### config.mk
export PLATFORM = sky130hd
export DESIGN_NAME = fifo_pair_trig
export DESIGN_NICKNAME = d
export VERILOG_FILES = /design/src/rtl/fifo_pair_pkg.sv /design/src/rtl/fp_byte_fifo.sv /design/src/rtl/fp_level_req.sv /design/src/rtl/fp_ctrl_reg.sv /design/src/rtl/fp_sticky.sv /design/src/rtl/fifo_pair_trig.sv
export SDC_FILE = /design/constraint.sdc
export NUM_CORES = 1
export LEC_CHECK = 0
export CAP_MARGIN = 20
export CORE_ASPECT_RATIO = 1.1
export CORE_MARGIN = 2
export CORE_UTILIZATION = 63
export DETAILED_ROUTE_END_ITERATION = 12
export DONT_BUFFER_PORTS = 1
export GPL_TIMING_DRIVEN = 0
export HOLD_SLACK_MARGIN = 0.06
export MAX_ROUTING_LAYER = met4
export PLACE_DENSITY = 0.78
export SKIP_LAST_GASP = 1
export SLEW_MARGIN = 10
export SYNTH_ARGS = -nofsm -noshare
export SYNTH_HDL_FRONTEND = slang
export SYNTH_SLANG_ARGS = --single-unit
export TNS_END_PERCENT = 30
### constraint.sdc
create_clock -name clk -period 4.35 [get_ports clk]
set_input_delay 0.435 -clock clk [delete_from_list [all_inputs] [get_ports clk]]
set_output_delay 0.435 -clock clk [all_outputs]
set_load 0.05 [all_outputs]
### src/rtl/fifo_pair_pkg.sv
// Shared constants for the dual trigger-level FIFO block.
// Assumes the occupancy of a queue fits in an 8-bit status field.
package fifo_pair_pkg;
    localparam int FP_DEPTH       = 64;
    localparam int FP_DW          = 8;
    localparam int FP_LVLW        = 8;
    localparam int FP_WORDW       = 32;

    // Control word layout (software decodes these positions)
    localparam int CTL_TX_FLUSH   = 31;
    localparam int CTL_RX_FLUSH   = 15;
    localparam int CTL_TX_LVL_LSB = 16;
    localparam int CTL_RX_LVL_LSB = 0;

    // Status word layout
    localparam int STS_TX_CNT_LSB = 16;
    localparam int STS_RX_CNT_LSB = 0;

    // Error flag positions
    localparam int ERR_TX_OVF     = 0;
    localparam int ERR_TX_UDR     = 1;
    localparam int ERR_RX_OVF     = 2;
    localparam int ERR_RX_UDR     = 3;
    localparam int ERR_W          = 4;
endpackage

### src/rtl/fp_byte_fifo.sv
// Circular byte queue with occupancy counter, flush and error pulses.
// Head data is combinational and reads 0 when empty. A push to a full
// queue or a pop from an empty one is dropped and pulses an event.
// A flush empties the queue at the next edge and masks other operations.
module fp_byte_fifo #(
    parameter int DEPTH = 64,
    parameter int DW    = 8,
    localparam int AW   = (DEPTH > 1) ? $clog2(DEPTH) : 1,
    localparam int CW   = $clog2(DEPTH + 1)
) (
    input  logic          clk,
    input  logic          rst_n,
    input  logic          flush,
    input  logic          wr_en,
    input  logic [DW-1:0] wr_data,
    input  logic          rd_en,
    output logic [DW-1:0] rd_data,
    output logic [CW-1:0] count,
    output logic          full,
    output logic          empty,
    output logic          ovf_pulse,
    output logic          udr_pulse
);
    logic [DW-1:0] mem [DEPTH];
    logic [AW-1:0] wr_ptr;
    logic [AW-1:0] rd_ptr;
    logic          wr_ok;
    logic          rd_ok;

    function automatic logic [AW-1:0] ptr_next(input logic [AW-1:0] p);
        return (p == AW'(DEPTH - 1)) ? '0 : p + AW'(1);
    endfunction

    // Queue status and accepted operations
    always_comb begin
        full      = (count == CW'(DEPTH));
        empty     = (count == '0);
        wr_ok     = wr_en && !full  && !flush;
        rd_ok     = rd_en && !empty && !flush;
        ovf_pulse = wr_en && full  && !flush;
        udr_pulse = rd_en && empty && !flush;
        rd_data   = empty ? '0 : mem[rd_ptr];
    end

    // Storage write, no reset needed on the array
    always_ff @(posedge clk) begin
        if (wr_ok) mem[wr_ptr] <= wr_data;
    end

    // Pointer and occupancy update
    always_ff @(posedge clk) begin
        if (!rst_n || flush) begin
            wr_ptr <= '0;
            rd_ptr <= '0;
            count  <= '0;
        end else begin
            if (wr_ok) wr_ptr <= ptr_next(wr_ptr);
            if (rd_ok) rd_ptr <= ptr_next(rd_ptr);
            case ({wr_ok, rd_ok})
                2'b10:   count <= count + CW'(1);
                2'b01:   count <= count - CW'(1);
                default: count <= count;
            endcase
        end
    end
endmodule

### src/rtl/fp_level_req.sv
// Compares a queue occupancy against an 8-bit trigger level.
// AT_OR_ABOVE=1 raises req when count >= level (drain request),
// AT_OR_ABOVE=0 raises req when count <= level (fill request).
module fp_level_req #(
    parameter int CW          = 7,
    parameter int LW          = 8,
    parameter bit AT_OR_ABOVE = 1'b0,
    localparam int MW         = (CW > LW) ? CW : LW
) (
    input  logic [CW-1:0] count,
    input  logic [LW-1:0] level,
    output logic          req
);
    logic [MW-1:0] cnt_ext;
    logic [MW-1:0] lvl_ext;

    // Bring both operands to a common width
    always_comb begin
        cnt_ext = MW'(count);
        lvl_ext = MW'(level);
    end

    generate
        if (AT_OR_ABOVE) begin : g_ge
            // Request when the queue has filled to the level
            always_comb req = (cnt_ext >= lvl_ext);
        end else begin : g_le
            // Request when the queue has drained to the level
            always_comb req = (cnt_ext <= lvl_ext);
        end
    endgenerate
endmodule

### src/rtl/fp_ctrl_reg.sv
// Control word: two trigger levels and two self-clearing flush bits.
// A flush bit is high for exactly the cycle after the write that set it.
module fp_ctrl_reg
    import fifo_pair_pkg::*;
(
    input  logic               clk,
    input  logic               rst_n,
    input  logic               we,
    input  logic [FP_WORDW-1:0] wdata,
    output logic [FP_LVLW-1:0] tx_lvl,
    output logic [FP_LVLW-1:0] rx_lvl,
    output logic               tx_flush,
    output logic               rx_flush,
    output logic [FP_WORDW-1:0] rdata
);
    logic unused_wbits;

    // Level fields hold their value until rewritten
    always_ff @(posedge clk) begin
        if (!rst_n) begin
            tx_lvl <= '0;
            rx_lvl <= '0;
        end else if (we) begin
            tx_lvl <= wdata[CTL_TX_LVL_LSB +: FP_LVLW];
            rx_lvl <= wdata[CTL_RX_LVL_LSB +: FP_LVLW];
        end
    end

    // Flush bits live for one cycle, then clear themselves
    always_ff @(posedge clk) begin
        if (!rst_n) begin
            tx_flush <= 1'b0;
            rx_flush <= 1'b0;
        end else begin
            tx_flush <= we && wdata[CTL_TX_FLUSH];
            rx_flush <= we && wdata[CTL_RX_FLUSH];
        end
    end

    // Read-back assembly, unused positions read zero
    always_comb begin
        rdata = '0;
        rdata[CTL_TX_LVL_LSB +: FP_LVLW] = tx_lvl;
        rdata[CTL_RX_LVL_LSB +: FP_LVLW] = rx_lvl;
        rdata[CTL_TX_FLUSH]              = tx_flush;
        rdata[CTL_RX_FLUSH]              = rx_flush;
    end

    assign unused_wbits = ^{wdata[30:24], wdata[14:8]};
endmodule

### src/rtl/fp_sticky.sv
// Bank of sticky flags: set by event pulses, cleared by write-one strobes.
// A set in the same cycle as a clear wins.
module fp_sticky #(
    parameter int N = 4
) (
    input  logic         clk,
    input  logic         rst_n,
    input  logic [N-1:0] set,
    input  logic [N-1:0] clr,
    output logic [N-1:0] q
);
    // Per-bit set/clear update
    always_ff @(posedge clk) begin
        if (!rst_n) q <= '0;
        else        q <= (q & ~clr) | set;
    end
endmodule

### src/rtl/fifo_pair_trig.sv
// Transmit and receive byte queues with trigger-level requests.
// The processor pushes transmit data and pops receive data; the shifter
// does the opposite. Control word: levels and flush bits. Status word:
// both occupancies. Error flags are sticky and write-one-to-clear.
module fifo_pair_trig
    import fifo_pair_pkg::*;
#(
    parameter int DEPTH = FP_DEPTH,
    parameter int DW    = FP_DW,
    localparam int CW   = $clog2(DEPTH + 1)
) (
    input  logic          clk,
    input  logic          rst_n,
    input  logic          ctl_we,
    input  logic [31:0]   ctl_wdata,
    output logic [31:0]   ctl_rdata,
    output logic [31:0]   sts_word,
    input  logic          cpu_tx_push,
    input  logic [DW-1:0] cpu_tx_byte,
    input  logic          cpu_rx_pop,
    output logic [DW-1:0] cpu_rx_byte,
    input  logic          shf_tx_pop,
    output logic [DW-1:0] shf_tx_byte,
    input  logic          shf_rx_push,
    input  logic [DW-1:0] shf_rx_byte,
    input  logic [3:0]    err_clr,
    output logic [3:0]    err_flags,
    output logic          tx_full,
    output logic          tx_empty,
    output logic          tx_req,
    output logic          rx_full,
    output logic          rx_empty,
    output logic          rx_req
);
    logic [FP_LVLW-1:0] tx_lvl;
    logic [FP_LVLW-1:0] rx_lvl;
    logic               tx_flush;
    logic               rx_flush;
    logic [CW-1:0]      tx_cnt;
    logic [CW-1:0]      rx_cnt;
    logic               tx_ovf;
    logic               tx_udr;
    logic               rx_ovf;
    logic               rx_udr;
    logic [ERR_W-1:0]   err_set;

    fp_ctrl_reg u_ctrl (
        .clk      (clk),
        .rst_n    (rst_n),
        .we       (ctl_we),
        .wdata    (ctl_wdata),
        .tx_lvl   (tx_lvl),
        .rx_lvl   (rx_lvl),
        .tx_flush (tx_flush),
        .rx_flush (rx_flush),
        .rdata    (ctl_rdata)
    );

    fp_byte_fifo #(.DEPTH(DEPTH), .DW(DW)) u_txq (
        .clk       (clk),
        .rst_n     (rst_n),
        .flush     (tx_flush),
        .wr_en     (cpu_tx_push),
        .wr_data   (cpu_tx_byte),
        .rd_en     (shf_tx_pop),
        .rd_data   (shf_tx_byte),
        .count     (tx_cnt),
        .full      (tx_full),
        .empty     (tx_empty),
        .ovf_pulse (tx_ovf),
        .udr_pulse (tx_udr)
    );

    fp_byte_fifo #(.DEPTH(DEPTH), .DW(DW)) u_rxq (
        .clk       (clk),
        .rst_n     (rst_n),
        .flush     (rx_flush),
        .wr_en     (shf_rx_push),
        .wr_data   (shf_rx_byte),
        .rd_en     (cpu_rx_pop),
        .rd_data   (cpu_rx_byte),
        .count     (rx_cnt),
        .full      (rx_full),
        .empty     (rx_empty),
        .ovf_pulse (rx_ovf),
        .udr_pulse (rx_udr)
    );

    fp_level_req #(.CW(CW), .LW(FP_LVLW), .AT_OR_ABOVE(1'b0)) u_txreq (
        .count (tx_cnt),
        .level (tx_lvl),
        .req   (tx_req)
    );

    fp_level_req #(.CW(CW), .LW(FP_LVLW), .AT_OR_ABOVE(1'b1)) u_rxreq (
        .count (rx_cnt),
        .level (rx_lvl),
        .req   (rx_req)
    );

    // Gather error events into flag positions
    always_comb begin
        err_set             = '0;
        err_set[ERR_TX_OVF] = tx_ovf;
        err_set[ERR_TX_UDR] = tx_udr;
        err_set[ERR_RX_OVF] = rx_ovf;
        err_set[ERR_RX_UDR] = rx_udr;
    end

    fp_sticky #(.N(ERR_W)) u_err (
        .clk   (clk),
        .rst_n (rst_n),
        .set   (err_set),
        .clr   (err_clr),
        .q     (err_flags)
    );

    // Status word assembly
    always_comb begin
        sts_word = '0;
        sts_word[STS_TX_CNT_LSB +: 8] = 8'(tx_cnt);
        sts_word[STS_RX_CNT_LSB +: 8] = 8'(rx_cnt);
    end
endmodule

* Yosys cells after proc, flatten, opt, wreduce, memory -nomap -nowiden
Memories as Yosys holds them, arrays and structs flattened. A register that Yosys moved wholly into a read port is not among the register bits.
Cells that the tools add are included.
** Word-level totals
- Flip-flop bits (word level) :: 60
- Latch bits :: 0
- RAM bits :: 1024
- ROM bits :: 0
- Input bits :: 59
- Output and inout port bits :: 90
- Logic and storage cells :: 83
- Memories kept :: 2
** Memory list
- u_rxq.mem :: words 64, width 8, rd ports 1, clocked after Yosys merged registers in 1, wr ports 1, RTL line fp_byte_fifo.sv:24 : logic [DW-1:0] mem [DEPTH];
- u_txq.mem :: words 64, width 8, rd ports 1, clocked after Yosys merged registers in 1, wr ports 1, RTL line fp_byte_fifo.sv:24
** Cells by class
- Add/sub/neg operators :: 8
- Multiply operators :: 0
- Div/mod/pow operators :: 0
- Order comparisons :: 2
- Equality and inequality tests :: 10
- Shifts and indexed selects :: 0
- Muxes and demuxes :: 16
- Bitwise logic cells :: 3
- Reductions and logical operators :: 31
** Operators by type and width (number)
- 6-bit two-way mux :: 8
- 7-bit case mux with 2 select lines :: 2
- 6-bit by 1-bit adder with 6-bit output, second input constant :: 4
- 6-bit equality test, second input constant :: 4
- 1-bit logical AND :: 18
- 8-bit two-way mux :: 2
- 7-bit by 1-bit adder with 7-bit output, second input constant :: 2
- 7-bit equality test, second input constant :: 2
- 7-bit zero test :: 2
- 7-bit by 1-bit subtractor with 7-bit output, second input constant :: 2
- 7-bit by 8-bit greater-or-equal comparator with 1-bit output :: 1
- 7-bit by 8-bit <= comparator with 1-bit output :: 1
- 1-bit zero test :: 7
- 4-bit AND :: 1
- 2-bit by 1-bit equality test with 1-bit output, second input constant :: 2
- 2-bit equality test, second input constant :: 2
- 1-bit two-way mux :: 4
- 4-bit NOT :: 1
- 4-bit OR :: 1
- 2-bit nonzero test :: 2
- 1-bit logical OR :: 2

* Depth between registers and ports, before layout
- Word-level depth :: 6
- Mapped depth :: 15

* Hierarchy
A second synthesis with hierarchy kept.
** Second synthesis, totals
- Cell total of the unflattened synthesis :: 2345
- Area total of the unflattened synthesis :: 44197.4 um^2
** Modules (own cells, without submodules)
- fp_byte_fifo :: times used 2, cells an instance 1090, area an instance 21309.2 um^2, seq. area each 15875.2 um^2
- fp_ctrl_reg :: times used 1, cells an instance 88, area an instance 914.6 um^2, seq. area each 360.3 um^2
- fp_level_req (u_txreq) :: times used 1, cells an instance 24, area an instance 181.4 um^2, seq. area each 0.0 um^2
- fp_level_req (u_rxreq) :: times used 1, cells an instance 22, area an instance 178.9 um^2, seq. area each 0.0 um^2
- fp_sticky :: times used 1, cells an instance 12, area an instance 165.2 um^2, seq. area each 80.1 um^2
- fifo_pair_trig :: times used 1, cells an instance 19, area an instance 138.9 um^2, seq. area each 0.0 um^2

* Worst setup path before layout
No wires, ideal clock.
- Path kind :: reg-to-reg
- Start point :: reg u_rxq.count[1]
- End point :: reg u_rxq.count[6]
- Library setup time :: 128 ps
- Arrival :: 3706 ps
- Required time :: 4222 ps
- Path slack :: 516 ps
- Cell stages (with the launch flop) :: 16
- Buffers on the path :: 2
- Path through :: dfxtp_1 > buf_2 > nor4_1 > nand3b_1 > inv_1 > nor2_2 > ha_1 > buf_2 > xor2_1 > ha_1 > a21o_1 > a32o_1 > a2111oi_0 > o21bai_1 > xor2_1 > nor2_1
** Between the ends
- Longest elaborated chain between the ends :: 6
** RTL lines
- from (decl) :: RTL line fp_byte_fifo.sv:18 : output logic [CW-1:0] count,
- from (signal assigned) :: RTL line fp_byte_fifo.sv:60 : 2'b10: count <= count + CW'(1);
- from (signal assigned) :: RTL line fp_byte_fifo.sv:61 : 2'b01: count <= count - CW'(1);
- from (signal assigned) :: RTL line fp_byte_fifo.sv:62 : default: count <= count;
- 7-bit zero test (*) :: RTL line fp_byte_fifo.sv:37 : empty = (count == '0);
- net rx_empty :: RTL line fifo_pair_trig.sv:32 : output logic rx_empty,
- 1-bit zero test (*) :: RTL line fp_byte_fifo.sv:39 : rd_ok = rd_en && !empty && !flush;
- 1-bit logical AND (*) (2 in a row) :: RTL line fp_byte_fifo.sv:39
- 2-bit by 1-bit equality test with 1-bit output or 2-bit equality test (tied branches) :: RTL line fp_byte_fifo.sv:59 : case ({wr_ok, rd_ok})
- 7-bit case mux with 2 select lines or 2-bit nonzero test (tied branches)
The timed path passes the listed nets; every way through them passes the cells marked *.
A chain may end at the register's enable or synchronous reset.

==> summary.txt <==
Status
  • Status: complete, but fails checks
  • Failing checks: setup timing

Yosys
  • Avg Cell Area, Syn: 19.3 um^2
  • Post-Synthesis Cells: ~2200
  • Sequential fraction of the synthesis area: between 70% and 80%
  • Synth warnings: 0
  • Synth cell types: 65
  • Seq cells post-synth: 1096
  • Post-Syn Area: 0.0433 mm^2
  • Ys async rst share: 0%
  • Post-synth EDFFs: 1024
  • Ys flop type: edfxtp_1

Placement
  • Final HPWL DP: around 70 mm
  • IO buf count: 0
  • Post-Place Setup Slack: -476 ps
  • Gp weighted congestion: 0.970

Detailed routing
  • Via Count: 23200
  • ANT nets after route: 0
  • DRT Pass-1 Iters: 7
  • Iter 0 DRT Violations: 3285
  • Drt via density: 6.73
  • DR DRC count: 0
  • Total wire length: 112 mm
  • Wire per inst: 32.5 um

Timing
  • Worst relative slew slack: 23.9%
  • Setup TNS: -103 ps
  • Final period util: 102%
  • Final worst slack: -103 ps
  • RSZ-0062 raised after global routing: true
  • Slew of the pin with the lowest slew margin: 1130 ps
  • Final setup vio count: 1
  • Clk_skew: about 28 ps
  • Final min period: between 4000 and 5000 ps
  • F_max: 0.225 GHz
  • Final hold violations: 0
  • Max Slew Vio Count: 0

Power
  • Total power divided by cell area: ~540 mW/mm^2
  • Register share of total power: 45.4%
  • Sw Share: just under 30%
  • Peak VDD IR: 0.000468 V
  • Pleak: 15.6 nW
  • Combinational Power Share: between 20% and 30%
  • Int Pwr: 18.8 mW
  • Clock power frac: ~34%
  • Switching power: about 7.7 mW

Hold path
  • Min-Delay Path Class: in2reg

Setup path
  • Worst setup EP type: output pin
  • CP required: a little under 4000 ps
  • Startpoint types: flop
  • Critical path type: reg2out
  • Crit path DAT: 4020 ps
  • Max FO, Critical Path: 10

GRT
  • Largest net degree at the start of global routing: 65
  • Grt ovf: 0
  • GRT Util Overall: 33.4%
  • Vias in the first global route: 23300
  • First-pass GRT wire length: 161 mm
  • Initial antenna violation count: 0

Clock network
  • Num Clock Sinks: 1096
  • CTS tree: done
  • H-tree depth: 3
  • Max Root-Sink Buffers: 3
  • Clock Pin Slew Worst Setup and Hold Paths: 60 ps
  • Worst skew pair latency: around 680 ps
  • Clock root cell: clkbuf_16
  • CTS Buf Count: 104

Layout
  • Area growth, synth to finish: 12.8%
  • Layout Nets: 2523
  • Filler cell count: 3994
  • Ant. Diodes: 0
  • Layout cells sized above 1: 22.7%

Die
  • Die area: 0.0709 mm^2
  • Die height: around 280 um
  • Core region area: 0.0678 mm^2
  • Number of cell rows: 100
  • Starting Density: 63.9%
  • I/O Pins: 149
  • Die X: 254 um

Flow run
  • # Max-Cap Violations: 0
## per-layer routing
metal,vias up,track usage (%),wire (um)
met2,1626,53.9,56200
met5,-,-,0
met3,361,6.93,11300
li1,9452,-,-
met4,0,16.9,6700
met1,11800,40.5,38000
## state kept, by name, summed over array words and instances, names as in the netlist, named ones only
| signal | count |
|---|---|
| u_ctrl.rx_lvl | 8 |
| u_txq.rd_ptr | 6 |
| u_ctrl.rx_flush | 1 |
| u_ctrl.tx_lvl | 8 |
| u_txq.count | 7 |
| u_rxq.wr_ptr | 6 |
| u_txq.mem | 512 |
| u_rxq.mem | 512 |
| u_err.q | 4 |
| u_ctrl.tx_flush | 1 |
| u_rxq.count | 7 |
| u_txq.wr_ptr | 6 |
| u_rxq.rd_ptr | 6 |
## placed cells by master (no fill, tap or decap), types with 11 or more instances in the layout
master and n:
a21oi_1 25, clkinvlp_4 12, edfxtp_1 1024, o21ai_0 34, buf_2 42, o221ai_1 20, nor2_1 189, xnor2_1 11
o22ai_1 42, buf_1 15, clkbuf_16 109, dlygate4sd3_1 25, nand3_1 18, inv_1 26, clkinv_2 18, a211oi_1 13
dfxtp_1 62, buf_4 57, xor2_1 23, nand2_1 74, conb_1 32, clkinv_1 20, mux2i_1 33, clkbuf_1 52
mux4_2 258, a22oi_1 16, buf_16 16, ha_1 24, nand2b_1 18, a22o_1 18, nor2b_1 37
## power groups by stage
| stage | Sequential (mW) | Combinational (mW) | Clock (mW) |
|---|---|---|---|
| final | 12.0 | 5.40 | 9.04 |
| after global routing | 12.0 | 5.62 | 9.49 |
| after CTS | 12.0 | 5.26 | 9.07 |
| after detailed placement | 12.2 | 4.91 | 0 |
| after global placement | 12.2 | 4.80 | 0 |
| after floorplan | 12.2 | 3.54 | 0 |
## area by class of cell
| cell class | count | area (um^2) | area share, % |
|---|---|---|---|
| inverters | 29 | 116 | 0.238 |
| clock inverters | 62 | 553 | 1.13 |
| plain buffers | 146 | 825 | 1.69 |
| flip-flops and latches | 1096 | 32200 | 65.9 |
| well taps | 918 | 1150 | 2.35 |
| repair buffers | 55 | 811 | 1.66 |
| multi-input cells | 1008 | 10300 | 21.1 |
| clock buffers | 134 | 2880 | 5.90 |
## worst max-delay path, cell delays in order, from the launching register on
cell and delay (ps):
dfxtp_1 330, buf_2 370, clkdlybuf4s15_1 870, mux4_2 400, a22oi_1 100, a21oi_1 220, a21oi_1 110, o21ai_1 930
## repair_timing
action / 4_1_cts / 5_1_grt
pin swaps: 0 / 1
buffers inserted: 2 / 3
setup endpoints to repair: 11 / 10
hold buffers: 41 / 0
cloned: 0 / 0
hold endpoints to repair: 1050 / 0
resized for setup: 10 / 8
## cells in the mapped netlist, types with 3 or more instances
library cell | instances | area, um^2
o221ai_1 | 20 | 175
nand3b_1 | 6 | 45.0
xnor2_1 | 11 | 96.3
and3_1 | 4 | 25.0
buf_6 | 5 | 56.3
a21oi_1 | 25 | 125
a22oi_1 | 16 | 120
or3_1 | 7 | 43.8
and2_1 | 8 | 50.1
buf_4 | 47 | 353
o21ai_0 | 37 | 185
nor2_1 | 190 | 713
clkbuf_2 | 3 | 15.0
buf_2 | 42 | 210
nand2b_1 | 18 | 113
clkbuf_1 | 34 | 128
mux4_2 | 258 | 5810
o22ai_1 | 42 | 263
or2_2 | 6 | 37.5
edfxtp_1 | 1024 | 30700
a32o_1 | 4 | 40.0
a21o_1 | 4 | 30.0
nand4_1 | 6 | 37.5
mux2i_1 | 33 | 330
dfxtp_1 | 72 | 1440
a211oi_1 | 13 | 97.6
xor2_1 | 23 | 201
nand3_1 | 18 | 90.1
a22o_1 | 18 | 158
a221o_1 | 6 | 60.1
ha_1 | 24 | 300
nor3_1 | 5 | 25.0
a221oi_1 | 9 | 78.8
a31oi_1 | 8 | 50.1
buf_1 | 15 | 56.3
inv_1 | 28 | 105
or3b_2 | 4 | 35.0
o22a_1 | 3 | 26.3
and3b_1 | 4 | 35.0
nand2_1 | 74 | 278
nor2b_1 | 37 | 231
o211ai_1 | 3 | 22.5
## path summary, 6_finish.rpt
path | cells past startpoint | end | from | slack [ps]
worst max-delay path | 7 | cpu_rx_byte[5] | flop | -100
worst min-delay path | 1 | u_rxq.mem[47][5] | shf_rx_byte[5] | 120
worst max register to register | 15 | u_rxq.count[6] | u_rxq.count[5] | 100
worst min register to register | 2 | u_txq.wr_ptr[2] | u_txq.wr_ptr[2] | 550
## through the flow
step	instance area (um^2)	util, %	cells	hold WS (ps)	power (mW)
final	48900	72.1	3448	120	26.4
after global routing	48900	72.1	3448	129	27.1
after CTS	48800	71.9	3441	89.6	26.3
after detailed placement	44600	65.8	3202	519	17.1
after global placement	44600	65.7	3197	514	17.0
after floorplan	43400	-	2279	493	15.7
## cell families (layout without fill, tap and decap cells)
family	count (synthesis)	count (layout)	synth area share, %
flops	1096	1096	74.3
simple gates	401	401	4.32
mux	291	291	14.2
compound gates	226	226	3.65
buf+inv	175	426	2.14
xor+xnor	34	34	0.688
fa+ha+maj	24	24	0.693
other cells	1	32	0.00866
Power figures use the tool's default switching activity.
